$ cat config.mk
export PLATFORM = sky130hd
export DESIGN_NAME = spsc_pipe
export DESIGN_NICKNAME = d
export VERILOG_FILES = /design/src/rtl/pipe_pkg.sv /design/src/rtl/pipe_wrap.sv /design/src/rtl/pipe_store.sv /design/src/rtl/spsc_pipe.sv
export SDC_FILE = /design/constraint.sdc
export NUM_CORES = 1
export LEC_CHECK = 0
export ABC_AREA = 1
export BUFFER_PORTS_ARGS = -buffer_cell sky130_fd_sc_hd__buf_2
export CORE_MARGIN = 2
export CORE_UTILIZATION = 40
export DETAILED_ROUTE_END_ITERATION = 8
export PLACE_DENSITY = 0.66
export SETUP_SLACK_MARGIN = 0.1
export SYNTH_ARGS = -nofsm -noshare
export SYNTH_HDL_FRONTEND = slang
export SYNTH_SLANG_ARGS = --single-unit
$ cat constraint.sdc
create_clock -name clk -period 2.3 [get_ports clk]
set_input_delay 0.345 -clock clk [delete_from_list [all_inputs] [get_ports clk]]
set_output_delay 0.345 -clock clk [all_outputs]
set_load 0.02 [all_outputs]
$ cat src/rtl/pipe_pkg.sv
package pipe_pkg;
    typedef enum logic {
        PIPE_BUFFER = 1'b0,
        PIPE_STREAM = 1'b1
    } pipe_mode_e;
endpackage

$ cat src/rtl/pipe_wrap.sv
module pipe_wrap #(
    parameter int DEPTH = 4,
    localparam int AW = (DEPTH > 1) ? $clog2(DEPTH) : 1
) (
    input  logic [AW-1:0] cur,
    output logic [AW-1:0] nxt
);
    localparam bit POW2 = (DEPTH > 1) && ((DEPTH & (DEPTH - 1)) == 0);

    generate
        if (POW2) begin : g_pow2
            assign nxt = cur + AW'(1);
        end else begin : g_cmp
            assign nxt = (cur == AW'(DEPTH - 1)) ? '0 : cur + AW'(1);
        end
    endgenerate
endmodule

$ cat src/rtl/pipe_store.sv
module pipe_store #(
    parameter int WIDTH = 8,
    parameter int DEPTH = 4,
    localparam int AW = (DEPTH > 1) ? $clog2(DEPTH) : 1
) (
    input  logic             clk,
    input  logic             we,
    input  logic [AW-1:0]    waddr,
    input  logic [WIDTH-1:0] wdata,
    input  logic [AW-1:0]    raddr,
    output logic [WIDTH-1:0] rdata
);
    logic [WIDTH-1:0] slot_q [DEPTH];

    generate
        for (genvar i = 0; i < DEPTH; i++) begin : g_slot
            always_ff @(posedge clk) begin
                if (we && (waddr == AW'(i))) begin
                    slot_q[i] <= wdata;
                end
            end
        end
    endgenerate

    assign rdata = slot_q[raddr];
endmodule

$ cat src/rtl/spsc_pipe.sv
module spsc_pipe
    import pipe_pkg::*;
#(
    parameter pipe_mode_e MODE  = PIPE_BUFFER,
    parameter int         WIDTH = 8,
    parameter int         DEPTH = 4,
    localparam int        AW    = (DEPTH > 1) ? $clog2(DEPTH) : 1,
    localparam int        CW    = $clog2(DEPTH + 1)
) (
    input  logic             clk,
    input  logic             rst_n,
    input  logic             snd_valid,
    input  logic [WIDTH-1:0] snd_data,
    output logic             snd_ready,
    input  logic             rcv_take,
    output logic [WIDTH-1:0] rcv_data,
    output logic             rcv_present,
    output logic [CW-1:0]    fill_count,
    output logic             is_full,
    output logic             is_empty
);
    typedef struct packed {
        logic [AW-1:0] wr;
        logic [AW-1:0] rd;
        logic [CW-1:0] cnt;
        logic          full;
        logic          empty;
    } pipe_state_t;

    pipe_state_t st_d, st_q;
    logic [AW-1:0] wr_nxt, rd_nxt;
    logic push, pop, adv_rd;

    pipe_wrap #(.DEPTH(DEPTH)) u_wr_wrap (.cur(st_q.wr), .nxt(wr_nxt));
    pipe_wrap #(.DEPTH(DEPTH)) u_rd_wrap (.cur(st_q.rd), .nxt(rd_nxt));

    pipe_store #(.WIDTH(WIDTH), .DEPTH(DEPTH)) u_store (
        .clk   (clk),
        .we    (push),
        .waddr (st_q.wr),
        .wdata (snd_data),
        .raddr (st_q.rd),
        .rdata (rcv_data)
    );

    always_comb begin
        st_d = st_q;
        if (MODE == PIPE_STREAM) begin
            snd_ready = 1'b1;
        end else begin
            snd_ready = !st_q.full;
        end
        push   = snd_valid && snd_ready;
        pop    = rcv_take && !st_q.empty;
        // a full stream pipe drops its head to make room
        adv_rd = pop || (push && st_q.full);
        if (push) begin
            st_d.wr = wr_nxt;
        end
        if (adv_rd) begin
            st_d.rd = rd_nxt;
        end
        case ({push, adv_rd})
            2'b10:   st_d.cnt = st_q.cnt + CW'(1);
            2'b01:   st_d.cnt = st_q.cnt - CW'(1);
            default: st_d.cnt = st_q.cnt;
        endcase
        st_d.full  = (st_d.cnt == CW'(DEPTH));
        st_d.empty = (st_d.cnt == '0);
    end

    always_ff @(posedge clk) begin
        if (!rst_n) begin
            st_q.wr    <= '0;
            st_q.rd    <= '0;
            st_q.cnt   <= '0;
            st_q.full  <= 1'b0;
            st_q.empty <= 1'b1;
        end else begin
            st_q <= st_d;
        end
    end

    assign rcv_present = !st_q.empty;
    assign fill_count  = st_q.cnt;
    assign is_full     = st_q.full;
    assign is_empty    = st_q.empty;
endmodule

== Yosys cells after proc, flatten, opt, wreduce, memory -nomap -nowiden ==
Memory sizes are Yosys's and may differ from the RTL's. A register that Yosys moved wholly into a read port is not among the register bits.
Cells that the tools add are included.
Storage, ports and cells
  register bits after elaboration: 9
  latch bits: 0
  bits in writable memories: 32
  memory bits (read-only): 0
  input port bits: 12
  output and inout bits: 15
  word-level logic and storage cells: 51
  memories: 1
Operators by class
  $add $sub $neg: 4
  multipliers: 0
  divide/modulo/power cells: 0
  magnitude comparators: 0
  eq/ne operators: 6
  shift-type cells: 0
  mux-type cells: 20
  bitwise gates (word level): 0
  reduce and logical (&&, ||, !) cells: 15
Memories
  u_store.slot_q: depth 4, bits a word 8, rd ports 1, clocked after memory_dff 1, wr ports 1, RTL line pipe_store.sv:13  | logic [WIDTH-1:0] slot_q [DEPTH];
Operators by type and width (number)
  $mux W8: 3
  $reduce_or A8 Y1: 3
  $mux W1: 11
  $mux W2: 5
  $logic_and A1 B1 Y1: 7
  $eq A2 B2 Y1 const B: 3
  $pmux W3 S2: 1
  $add A2 B1 Y2 const B: 2
  $eq A2 B1 Y1 const B: 2
  $add A3 B1 Y3 const B: 1
  $eq A3 B3 Y1 const B: 1
  $logic_not A3 Y1: 1
  $sub A3 B1 Y3 const B: 1
  $logic_not A1 Y1: 2
  $logic_not A2 Y1: 1
  $logic_or A1 B1 Y1: 1

== Logic depth before layout (Yosys ltp) ==
  word-level depth: 9
  gate-level depth with buffers: 10
  gate-level depth less buffers: 10

== Cells and area by module ==
A second synthesis with hierarchy kept.
Second synthesis, totals
  cells, all modules: 202
  area, all modules: 1865.5 sq um
By module, submodules not included
  pipe_store: times used 1, cells an instance 133, area each 1387.6 sq um, sequential area each 960.9 sq um
  spsc_pipe: times used 1, cells an instance 59, area each 435.4 sq um, sequential area each 180.2 sq um
  pipe_wrap: times used 2, cells an instance 5, area each 21.3 sq um, sequential area each 0.0 sq um

== Worst setup path before layout ==
OpenSTA, ideal clock, no wires.
  path type: reg2reg
  from: register st_q, in the netlist is_full
  to: register st_q, in the netlist is_empty
  library setup time: 0.058 ns
  arrival time: 1.793 ns
  data required time: 2.242 ns
  slack: 0.449 ns
  cell stages (with the launch flop): 10
  path buffers: 0
  clock period less this slack: 1.851 ns
  cell sequence: dfxtp_1 -> inv_1 -> nand2_1 -> ha_1 -> fa_1 -> nand2_1 -> nand2_1 -> nor2_1 -> nand3_1 -> nand2_1
On the way
  word-level cells in the longest chain between the ends: 7
  elaborated cells on any way between the ends: 8
  those cells by class: 2 x eq/ne; 1 x mux; 5 x reduce/logical
RTL lines
  start, declared: RTL line spsc_pipe.sv:30  | pipe_state_t st_d, st_q;
  start signal, assigned: RTL line spsc_pipe.sv:80  | st_q <= st_d;
  $logic_not A1 Y1 (*): RTL line spsc_pipe.sv:51  | snd_ready = !st_q.full;
  via snd_ready: RTL line spsc_pipe.sv:14  | output logic snd_ready,
  $logic_and A1 B1 Y1 (*): RTL line spsc_pipe.sv:53  | push = snd_valid && snd_ready;
  $logic_and A1 B1 Y1: RTL line spsc_pipe.sv:56  | adv_rd = pop || (push && st_q.full);
  $logic_or A1 B1 Y1: RTL line spsc_pipe.sv:56
  $eq A2 B1 Y1 or $eq A2 B2 Y1 (tied branches): RTL line spsc_pipe.sv:63  | case ({push, adv_rd})
  $pmux W3 S2 (*): RTL line spsc_pipe.sv:63
  $logic_not A3 Y1 (*): RTL line spsc_pipe.sv:69  | st_d.empty = (st_d.cnt == '0);
The timed path passes the listed nets; every way through them passes the cells marked *.
A chain may end at the register's enable or synchronous reset.

==> results.cfg <==
[detailed_routing]
ant_nets = 0
vias_per_cell = 4.78
drtPass1Iterations = 4
wire_per_inst_um = 13.3
vias = 1132
totalWireLength_um = 3150
drc = 0
drtIter0Drc = 72

[global_route]
grt_max_degree = 17
antenna_found_initial = 0
grt_pass1_wl_um = 5110
grt_pass1_vias = 1063
grt.overflow.total = 0
gr-usage-all-layers_pct = 13.9

[cts]
postCtsSetupBuffers = 0
clk_latency_ps = 290
cts_buffers = 5
cts_buffer_depth = 2
cts_hold_buffers = 0
cts_tree = done
cts-root-buf = clkbuf_8
cts.sinks = 43
h-tree-depth = 2
cts-resized-gates = 0
path_clk_slew_ps = 70

[cells_and_area]
drive_gt1_share_pct = 23.2
fill_cells = 402
stdcell_count = 237
final_cell_mix = 32 x edfxtp_1, 26 x buf_2, 23 x nor2_1, 20 x inv_1, 15 x o21ai_0
postLayoutCoreUtil_pct = 47.6
fin_nets = 202
synthToLayoutAreaGrowth_pct = 16.8
diodes = 0
finalInstanceArea_um2 = 2040
final_common_cell = edfxtp_1

[synth]
synth-xor-area-share_pct = 0.500
synth_compound_area_share_pct = 9.86
synth_area_leader_cell = edfxtp_1
synthFlopType = edfxtp_1
synth_top_family_by_area = simple AND/OR/NAND/NOR gates
ys_top_cells_by_area = edfxtp_1 55%, dfxtp_1 13%, nor2_1 4.9%
syn_area_per_cell_um2 = 11.6
syn_area_um2 = 1750
synth_top_area_share_pct = 54.9
synth-edff-count = 32
async_reset_ff_share_pct = 0
synth_mux_area_share_pct = 0
synth_cells = 151
synth_nets = 169
yosysWarnings = 0
synth.yosys.seq_area_share_pct = 67.5
synthAdderAreaFrac_pct = 4.72
synthDistinctLibCells = 19
ys_ff_latch = 43
synthSimpleGateAreaFrac_pct = 10.4

[critical_path]
worstPathArrival_ps = 1530
critPathRequiredTime_ps = 1960
reg2reg_slack_ps = 500
endpoint = rcv_data[7]
path_class = reg -> out
worstReg2RegEnd = is_full
crit_slowest_cell = dfxtp_1
cp_cell_sequence = inv_2 > o21ai_0 > o22ai_1 > buf_2
critPathLaunchType = flip-flop
rr_worst_depth = 9
end_kind = output pin
slowest_delay_ps = 530
rr_startpoint = is_full
cp_max_fo = 16

[placed_design]
gp_congestion = 0.731
dpl.cell_count = 229
portBuffers = 26
place_ws_ps = 439
dpl-instance-area_um2 = 1940
post-dp-hpwl_um = 2220

[pwr]
power_mw = 1.89
p_comb_share_pct = 20.5
power_frac_clock_pct = 29.8
ir_drop_mv = 0.463
switching_power_mw = 0.539
swShare_pct = 28.5
seqPwrFrac_pct = 49.7
leakagePower_nw = 0.833
p_int_mw = 1.35
power_density_nw_per_um2 = 926

[timing]
tightest_slew_ps = 346
final.setup_skew_ps = 11.2
fin_hold_ws_ps = 269
fin_setup_tns_ps = 0
period_share_pct = 81.4
fmax_mhz = 534
setup_violations = 0
slew_headroom_pct = 76.9
final_hold_viol_count = 0
post-route-min-period_ps = 1870
rsz0062_at_grt = no
slew_viol_final = 0
setup_ws_ps = 428

[floorplan]
dieArea_um2 = 4920
pin_count = 27
core_um2 = 4290
start_util_pct = 40.8
num_rows = 24
die_x_um = 70.2
die_h_um = 70.2

[run]
drv_cap = 0

[outcome]
run_status = finished, final reports clean

[min_path]
hold_class = in -> reg
worst max-delay path: cells and delay by family (launching register included):
kind            cells  cell delay, ps
buf+inv             2             380
compound gates      2             330
flops               1             530
cells in the mapped netlist (2+ instances only):
master,instances
edfxtp_1,32
nor2_1,23
inv_1,20
o21ai_0,15
nand2_1,13
dfxtp_1,11
o22ai_1,8
ha_1,5
a21oi_1,4
buf_4,3
nand3_1,3
nor2_2,3
buf_6,2
nand4_1,2
o21ai_1,2
o21ai_2,2
routing by layer:
layer | vias to the layer above | wire [um] | global-route usage, %
met1 | 529 | 1350 | 16.5
met3 | 5 | 124 | 3.75
met4 | 0 | 31 | 5.13
met5 | - | 0 | 0
li1 | 574 | - | -
met2 | 24 | 1640 | 24.0
area by class of cell:
| type | count | area (um^2) | area share (%) |
|---|---|---|---|
| well taps | 52 | 65.1 | 3.18 |
| flip-flops and latches | 43 | 1180 | 57.8 |
| clock inverters | 1 | 30.0 | 1.47 |
| repair buffers | 31 | 168 | 8.20 |
| inverters | 21 | 78.8 | 3.86 |
| multi-input cells | 82 | 445 | 21.8 |
| clock buffers | 7 | 76.3 | 3.73 |
power by group through the flow:
stage	combinational [mW]	clock [mW]	sequential, mW
after floorplan	0.282	0	0.958
after global placement	0.383	0	0.959
after detailed placement	0.394	0	0.960
after CTS	0.395	0.578	0.943
after global routing	0.442	0.607	0.952
final	0.388	0.564	0.942
flip-flops by register name (all words and copies together), names as in the netlist, named ones only:
| register | flops |
|---|---|
| st_q | 4 |
| is_full | 1 |
| u_store.slot_q | 32 |
| fill_count | 3 |
| is_empty | 1 |
cell families after synthesis:
| logic type | after synthesis |
|---|---|
| buf+inv | 26 |
| compound gates | 31 |
| fa+ha+maj | 6 |
| flops | 43 |
| xor+xnor | 1 |
| simple gates | 44 |
how the worst min path moves through the flow:
stage	slack, ps	start	end	cells past startpoint
floorplan	410	rst_n	is_empty	1
global placement	450	st_q[5]	st_q[5]	1
detailed placement	470	st_q[5]	st_q[5]	1
CTS	260	snd_data[0]	u_store.slot_q[0][0]	1
global route	270	snd_data[5]	u_store.slot_q[2][5]	1
finish	270	snd_data[0]	u_store.slot_q[0][0]	1
Note: power is estimated with default switching activity, not from simulation.
